--- src/rtl/popscan_pkg.sv ---
package popscan_pkg;

  typedef enum logic [1:0] {
    OP_COUNT     = 2'b00,
    OP_SCAN_LO   = 2'b01,
    OP_SCAN_HI   = 2'b10,
    OP_COUNT_ALT = 2'b11
  } op_e;

  function automatic logic op_is_scan(op_e op);
    return (op == OP_SCAN_LO) || (op == OP_SCAN_HI);
  endfunction

  // Ones strictly below the lowest set bit of v.
  function automatic logic [63:0] below_lowest64(logic [63:0] v);
    return (v ^ (v - 64'd1)) >> 1;
  endfunction

endpackage

--- src/rtl/popscan_encode.sv ---
module popscan_encode
  import popscan_pkg::*;
#(
  parameter int W = 64
) (
  input  op_e          op,
  input  logic [W-1:0] src,
  output logic [W-1:0] enc,
  output logic         src_zero
);
  localparam int LG = $clog2(W);

  // Forward: ones strictly below the lowest set bit.
  logic [W-1:0] below_lo;
  assign below_lo = (src ^ (src - W'(1))) >> 1;

  // Reverse: smear the highest set bit downward, then drop that bit itself.
  logic [W-1:0] smear [LG+1];
  assign smear[0] = src;
  for (genvar s = 0; s < LG; s++) begin : g_smear
    assign smear[s+1] = smear[s] | (smear[s] >> (1 << s));
  end

  logic [W-1:0] below_hi;
  assign below_hi = smear[LG] >> 1;

  assign src_zero = ~|src;

  always_comb begin
    unique case (op)
      OP_SCAN_LO: enc = below_lo;
      OP_SCAN_HI: enc = below_hi;
      default:    enc = src;
    endcase
  end
endmodule

--- src/rtl/popscan_tree.sv ---
module popscan_tree #(
  parameter int W  = 64,
  parameter int CW = $clog2(W + 1)
) (
  input  logic [W-1:0]  bits,
  output logic [CW-1:0] total
);
  localparam int LG = $clog2(W);
  localparam int P  = 1 << LG;

  // Balanced adder tree, padded to a power of two; every leaf has weight one.
  for (genvar l = 0; l <= LG; l++) begin : g_lvl
    logic [CW-1:0] node [P >> l];
    if (l == 0) begin : g_leaf
      for (genvar i = 0; i < P; i++) begin : g_in
        if (i < W) begin : g_real
          assign node[i] = CW'(bits[i]);
        end else begin : g_pad
          assign node[i] = '0;
        end
      end
    end else begin : g_sum
      for (genvar i = 0; i < (P >> l); i++) begin : g_add
        assign node[i] = g_lvl[l-1].node[2*i] + g_lvl[l-1].node[2*i+1];
      end
    end
  end

  assign total = g_lvl[LG].node[0];
endmodule

--- src/rtl/popscan_unit.sv ---
module popscan_unit
  import popscan_pkg::*;
#(
  parameter int W = 64
) (
  input  logic         clk,
  input  logic         rst_n,
  input  logic         in_valid,
  input  logic [1:0]   in_op,
  input  logic [W-1:0] in_operand,
  input  logic [W-1:0] in_dest,
  output logic         out_valid,
  output logic [W-1:0] out_result,
  output logic         out_zf
);
  localparam int CW = $clog2(W + 1);

  // Rank 1: captured operation.
  logic         cap_v;
  op_e          cap_op;
  logic [W-1:0] cap_src;
  logic [W-1:0] cap_dest;

  always_ff @(posedge clk or negedge rst_n) begin
    if (!rst_n) begin
      cap_v    <= 1'b0;
      cap_op   <= OP_COUNT;
      cap_src  <= '0;
      cap_dest <= '0;
    end else begin
      cap_v    <= in_valid;
      cap_op   <= op_e'(in_op);
      cap_src  <= in_operand;
      cap_dest <= in_dest;
    end
  end

  // Encoding stage.
  logic [W-1:0] enc_word;
  logic         enc_zero;

  popscan_encode #(.W(W)) u_enc (
    .op       (cap_op),
    .src      (cap_src),
    .enc      (enc_word),
    .src_zero (enc_zero)
  );

  // Rank 2: encoded word.
  logic         tr_v;
  logic         tr_scan;
  logic         tr_zero;
  logic [W-1:0] tr_word;
  logic [W-1:0] tr_dest;

  always_ff @(posedge clk or negedge rst_n) begin
    if (!rst_n) begin
      tr_v    <= 1'b0;
      tr_scan <= 1'b0;
      tr_zero <= 1'b0;
      tr_word <= '0;
      tr_dest <= '0;
    end else begin
      tr_v    <= cap_v;
      tr_scan <= op_is_scan(cap_op);
      tr_zero <= enc_zero;
      tr_word <= enc_word;
      tr_dest <= cap_dest;
    end
  end

  // Shared tree and result selection.
  logic [CW-1:0] tree_sum;

  popscan_tree #(.W(W), .CW(CW)) u_tree (
    .bits  (tr_word),
    .total (tree_sum)
  );

  logic         keep_dest;
  logic [W-1:0] next_result;

  assign keep_dest   = tr_scan && tr_zero;
  assign next_result = keep_dest ? tr_dest : W'(tree_sum);

  // Rank 3: outputs.
  always_ff @(posedge clk or negedge rst_n) begin
    if (!rst_n) begin
      out_valid  <= 1'b0;
      out_result <= '0;
      out_zf     <= 1'b0;
    end else begin
      out_valid <= tr_v;
      if (tr_v) begin
        out_result <= next_result;
        out_zf     <= tr_zero;
      end
    end
  end
endmodule

--- config.mk ---
export PLATFORM = sky130hd
export DESIGN_NAME = popscan_unit
export DESIGN_NICKNAME = d
export VERILOG_FILES = /design/src/rtl/popscan_pkg.sv /design/src/rtl/popscan_encode.sv /design/src/rtl/popscan_tree.sv /design/src/rtl/popscan_unit.sv
export SDC_FILE = /design/constraint.sdc
export NUM_CORES = 1
export LEC_CHECK = 0
export BUFFER_PORTS_ARGS = -buffer_cell sky130_fd_sc_hd__buf_2
export CAP_MARGIN = 30
export CORE_ASPECT_RATIO = 0.7
export CORE_MARGIN = 1
export CORE_UTILIZATION = 30
export DETAILED_ROUTE_END_ITERATION = 8
export GPL_TIMING_DRIVEN = 0
export PLACE_DENSITY = 0.58
export SYNTH_ARGS = -nofsm -noshare
export SYNTH_HDL_FRONTEND = slang
export SYNTH_SLANG_ARGS = --single-unit
--- constraint.sdc ---
create_clock -name clk -period 6.1 [get_ports clk]
set_input_delay 0.915 -clock clk [delete_from_list [all_inputs] [get_ports clk]]
set_output_delay 0.915 -clock clk [all_outputs]
set_load 0.005 [all_outputs]
=== After elaboration in Yosys (flattened, before gate mapping) ===
Index checks and enable logic that the tools add are counted.

* Register bits after elaboration: 328
* Input port bits: 133
* Output and inout port bits: 66
* Logic and storage cells: 91

* Add/subtract/negate cells: 64
* Equality and inequality tests: 2
* Mux-type cells: 2
* Bitwise logic cells: 7
* Reduce and logical (&&, ||, !) cells: 4

{| class="wikitable"
|+ Operators with widths
! operator !! count
|-
| $add 7x7->7 || 31
|-
| $pmux 64 s2 || 1
|-
| $add 1x1->2 || 32
|-
| $mux 64 || 1
|-
| $or 64x32->64 || 1
|-
| $or 64x48->64 || 1
|-
| $or 64x56->64 || 1
|-
| $or 64x60->64 || 1
|-
| $or 64x62->64 || 1
|-
| $or 64x63->64 || 1
|-
| $reduce_or 64->1 || 1
|-
| $sub 64x1->64 const B || 1
|-
| $xor 64x64->64 || 1
|-
| $eq 2x1->1 const B || 1
|-
| $eq 2x2->1 const B || 1
|-
| $logic_and 1x1->1 || 1
|-
| $logic_not 1->1 || 1
|-
| $logic_or 1x1->1 || 1
|}

=== Logic depth before layout (Yosys ltp) ===
* Depth in word-level cells: 7
* Mapped depth: 23
* Mapped depth without buffers: 23

=== Cells and area by module ===
A second synthesis with hierarchy kept.

* Cells, all modules: 1,163
* Area, all modules: 13,845.8 µm²

{| class="wikitable"
|+ Modules (own cells, without submodules)
! module !! times used !! cells an instance !! area each (µm²) !! sequential area each (µm²)
|-
| popscan_unit || 1 || 553 || 9,514.1 || 8,207.9
|-
| popscan_encode || 1 || 437 || 2,593.7 || 0.0
|-
| popscan_tree || 1 || 173 || 1,737.9 || 0.0
|}

=== Least setup slack after synthesis ===
OpenSTA, ideal clock, no wires.

* Kind: register -> register
* Start: reg tr_word[62]
* End: reg out_result[5]
* Library setup time: 77 ps
* Arrival time: 5,687 ps
* Required time: 6,023 ps
* Setup slack: 335 ps
* Stages on the path, launching flop included: 22
* Buffers on the path: 0
* Clock period less this slack: 5,765 ps
* Cell sequence: dfrtp_1 -> ha_1 -> inv_1 -> fa_1 -> inv_1 -> fa_1 -> inv_1 -> fa_1 -> inv_1 -> fa_1 -> fa_1 -> fa_1 -> inv_1 -> fa_1 -> inv_1 -> ha_1 -> fa_1 -> a21o_1 -> a21oi_1 -> xnor2_1 -> mux2i_1 -> a21oi_1

* Longest elaborated chain between the ends: 7

{| class="wikitable"
|+ RTL lines
! element !! line !! source
|-
| start: declaration || popscan_unit.sv:53 || <nowiki>logic [W-1:0] tr_word;</nowiki>
|-
| start signal: assignment || popscan_unit.sv:67 || <nowiki>tr_word <= enc_word;</nowiki>
|-
| $add 1x1->2 || popscan_tree.sv:24 || <nowiki>assign node[i] = g_lvl[l-1].node[2*i] + g_lvl[l-1].node[2*i+1];</nowiki>
|-
| $add 7x7->7 (5 in series) || popscan_tree.sv:24 ||
|-
| $mux 64 || popscan_unit.sv:84 || <nowiki>assign next_result = keep_dest ? tr_dest : W'(tree_sum);</nowiki>
|-
| end signal: assignment || popscan_unit.sv:95 || <nowiki>out_result <= next_result;</nowiki>
|-
| end: declaration || popscan_unit.sv:13 || <nowiki>output logic [W-1:0] out_result,</nowiki>
|}

Every way passes these cells.
A chain may end at the register's enable or synchronous reset.

=== Worst setup path after layout ===
* Start: reg tr_word[58]
* End: reg out_result[5]

Same word-level chain as after synthesis.

==> impl_metrics.csv <==
group,metric,value,unit
power_and_ir_drop,p_clk_frac,0.180,
drt,ant_nets,0,
yosys,synth_edf_count,0,
critical_path,r2r_cells,21,
yosys,ys_types,65,
yosys,ys_ff_latch,328,
drt,routed_wl,44900,microns
yosys,synth_xor_area_frac,0.00250,
sta,finalMaxSlewViolations,0,
power_and_ir_drop,internal_power,7.30,mW
yosys,synth_flop_cell,"dfrtp_1",
yosys,synth_cells,1180,
cells_and_area,register_area,0.00821,sq mm
global_routing,grt_max_degree,127,
clock_network,cts_tree,"built",
cells_and_area,fin_cells,2048,
floorplanning,start_util,0.308,
global_routing,met2_usage,0.259,
yosys,synthMuxAreaShare,0.00518,
yosys,synth-compound-area-share,0.0907,
yosys,synthesis.nets,1419,
clock_network,cts.sinks,328,
yosys,synth-adder-area-share,0.127,
flow_run,cap_violations,0,
global_routing,grt_pass1_wl,67000,microns
clock_network,ctsHoldBuffers,0,
sta,period_share,0.964,
power_and_ir_drop,sw_frac_of_total,0.407,
critical_path,critPathArrivalTime,6.34,ns
clock_network,path_clk_slew,0.06,ns
floorplanning,dieArea,0.0476,sq mm
critical_path,crit_path_end,"out_result[5]",
sta,period_minus_slack,5.88,ns
sta,fmax,0.170,GHz
critical_path,cp.required,6.56,ns
drt,drt_iter0_drc,1113,
yosys,synth_area,0.0140,sq mm
cells_and_area,fillers,4529,
critical_path,end_kind,"flop",
clock_network,htreeDepth,2,
drt,first_pass_iters,5,
drt,drc_errors,0,
floorplanning,die_height,183,microns
cells_and_area,area.growth.synth_to_final,21.8,%
sta,rsz0062_at_grt,"false",
clock_network,clock_path_buffers,3,
sta,hold_viol_final,0,
floorplanning,io_pins,199,
global_routing,track_usage,0.192,
yosys,yosysSeqAreaShare,0.586,
cells_and_area,antenna_cells,0,
yosys,yosys.area_share.simple,0.132,
critical_path,rrSetupSlack,0.22,ns
power_and_ir_drop,seqPwrFrac,0.200,
global_routing,gr-total-overflow,0,
critical_path,worstSetupStartpointType,"flop",
floorplanning,core_area,0.0455,sq mm
yosys,avgSynthCellArea,11.9,sq um
run_status,status,"finished, final reports clean",
global_routing,grt_util_met1,0.295,
cells_and_area,finish.net_count,1658,
global_routing,met3_usage,0.0561,
placed_design,place.gp.congestion,0.943,
floorplanning,fp.dieW,260,microns
critical_path,cp_max_fo,2,
power_and_ir_drop,leakage,7.68,nW
sta,max-slew-margin-rel,0.163,
yosys,ys_async_sr_fraction,1.00,
sta,finalSetupViolCount,0,
yosys,synth_top_family_by_area,"simple AND/OR/NAND/NOR gates",
clock_network,worstSkewPairLatency,0.54,ns
critical_path,rr_startpoint,"tr_word[58]",
sta,tightest_slew,1.24,ns
power_and_ir_drop,vdd_drop_max,2.42,mV
global_routing,grt_antenna_before_repair,6,
global_routing,grt_busiest_layer,"met1",
critical_path,crit_start,"tr_word[58]",
placed_design,place_inst,1984,
placed_design,io_buffer_count,198,
critical_path,r2r_end,"out_result[5]",
power_and_ir_drop,p_comb_frac,0.619,
power_and_ir_drop,powerDensity,721,mW/mm^2
clock_network,cts_buffers,36,
global_routing,grt_pass1_vias,10300,
hold_path,hold_class,"reg -> reg",
yosys,ys_warn_count,0,
critical_path,critical_path_class,"reg -> reg",
drt,vias,10200,
cells_and_area,multi_input_area,0.00503,sq mm
drt,avgViaCountPerCell,4.99,
drt,wl_per_cell,21.9,microns
floorplanning,rows,65,
power_and_ir_drop,p_switching,5.01,mW
sta,finalClockSkew,0.0237,ns
power_and_ir_drop,total_power,12.3,mW
placed_design,dp_hpwl,34900,microns
clock_network,cts_root_buf,"clkbuf_16",
cells_and_area,drive_gt1_frac,0.202,
## repair_timing
action | 4_1_cts | 5_1_grt
resized for setup | 1 | 8
pin swaps | 1 | 13
setup buffers | 0 | 0
setup endpoints to repair | 2 | 3
## power by group through the flow
stage / Clock [mW] / Sequential, mW / Combinational, mW
6_report: 2.22 / 2.47 / 7.62
5_1_grt: 2.38 / 2.47 / 8.51
4_1_cts: 2.29 / 2.46 / 7.23
3_5_place_dp: 0 / 2.50 / 7.01
3_3_place_gp: 0 / 2.50 / 6.92
2_1_floorplan: 0 / 2.47 / 5.69
## cell type report
class                           instances  share of cell area
Timing Repair Buffer                  201              0.0625
Inverter                              167              0.0367
Clock inverter                         12             0.00975
Sequential cell                       328               0.481
Multi-Input combinational cell        645               0.295
Clock buffer                           52              0.0611
Tap cell                              603              0.0442
Buffer                                 40              0.0102
## registers in the layout, indices dropped and copies added, names as in the netlist
register,count
tr_scan,1
tr_dest,64
out_result,64
cap_op,2
out_zf,1
cap_v,1
tr_v,1
tr_word,64
out_valid,1
cap_dest,64
cap_src,64
tr_zero,1
## critical path: stages (launching register included)
cell     delay (ns)
dfrtp_1        0.39
ha_1           0.28
inv_1          0.05
fa_1           0.57
inv_2          0.06
fa_1           0.53
inv_1          0.06
fa_2           0.54
inv_1          0.06
fa_2           0.51
inv_1          0.04
fa_1           0.47
fa_2           0.40
fa_1           0.50
inv_1          0.04
ha_2           0.18
fa_2           0.42
a21o_1         0.20
a21oi_2        0.13
xnor2_1        0.12
mux2i_1        0.09
a21oi_1        0.15
## cells in the final DEF, fill, tap and decap left out, types with 4 or more instances in the layout
cell type,Yosys,routed
clkbuf_16,0,37
o21ai_0,25,25
nor3_1,33,33
nand4_1,21,21
buf_2,1,198
or4_1,20,20
nor2_1,38,38
a21oi_1,37,36
clkbuf_1,32,41
and4_1,4,4
fa_2,0,4
a31oi_1,4,4
a41oi_1,4,4
a22oi_1,7,7
dfrtp_1,328,328
buf_1,4,4
o31ai_1,5,5
mux2i_1,5,5
o22ai_1,60,60
a221o_1,5,5
nand2_1,107,107
a32oi_1,11,11
or3_1,15,15
fa_1,60,56
ha_1,46,45
clkbuf_8,0,6
inv_1,166,164
nand2b_1,5,5
nand3_1,23,23
nor4b_1,5,5
or2_2,4,4
a2bb2oi_1,12,12
nor4_1,32,32
## how the worst min path moves through the flow
stage                 startpoint  cells after the start  slack [ns]           to
finish              cap_dest[12]                      0        0.35  tr_dest[12]
CTS                 cap_dest[12]                      0        0.35  tr_dest[12]
global route        cap_dest[37]                      0        0.35  tr_dest[37]
global placement    cap_dest[30]                      0        0.33  tr_dest[30]
detailed placement  cap_dest[19]                      0        0.33  tr_dest[19]
floorplan            cap_dest[0]                      0        0.33   tr_dest[0]
## layer usage
layer / up-vias / part of all wire
li1: 4564 / -
met4: 2 / 0.020
met5: - / 0.00029
met1: 5160 / 0.47
met2: 435 / 0.41
met3: 67 / 0.095
## cell families (layout without fill, tap and decap cells)
logic type                 Yosys count  in the layout
adders and majority gates          106            106
xor gates and xnor gates             4              4
AOI/OAI and AO/OA                  193            193
and+or+nand+nor                    335            335
muxes                                7              7
DFF                                328            328
buffers and inverters              207            472
## metrics by stage
step	TNS, ns	instance area [sq um]	setup slack [ns]	utilization	hold WS (ns)
after floorplan	0	14000	0.335	-	0.331
after global placement	-601.86	15800	-1.89	0.346	0.332
after detailed placement	-0.0146	15800	-0.0110	0.348	0.335
after CTS	0	17000	0.0427	0.374	0.347
after global routing	0	17100	0.0138	0.375	0.351
final	0	17100	0.219	0.375	0.346
## synthesized netlist by cell type (all sizes together) (3+ instances only)
| library cell | count | area [sq um] |
|---|---|---|
| a21oi | 37 | 185 |
| a221o | 5 | 50.1 |
| a22oi | 7 | 52.6 |
| a2bb2oi | 12 | 105 |
| a31oi | 4 | 25.0 |
| a32oi | 11 | 96.3 |
| a41oi | 4 | 35.0 |
| and2 | 3 | 18.8 |
| and4 | 4 | 35.0 |
| buf | 8 | 53.8 |
| clkbuf | 32 | 120 |
| dfrtp | 328 | 8210 |
| fa | 60 | 1200 |
| ha | 46 | 576 |
| inv | 166 | 623 |
| mux2i | 5 | 50.1 |
| nand2 | 108 | 408 |
| nand2b | 5 | 31.3 |
| nand3 | 23 | 115 |
| nand4 | 21 | 131 |
| nor2 | 39 | 149 |
| nor3 | 33 | 165 |
| nor4 | 38 | 302 |
| nor4b | 8 | 97.6 |
| o21a | 3 | 22.5 |
| o21ai | 27 | 135 |
| o22ai | 60 | 375 |
| o311ai | 4 | 35.0 |
| o31ai | 5 | 37.5 |
| o41ai | 3 | 26.3 |
| or2 | 4 | 25.0 |
| or3 | 17 | 113 |
| or4 | 24 | 193 |
| xnor2 | 4 | 35.0 |
(Power assumes the default switching activity.)
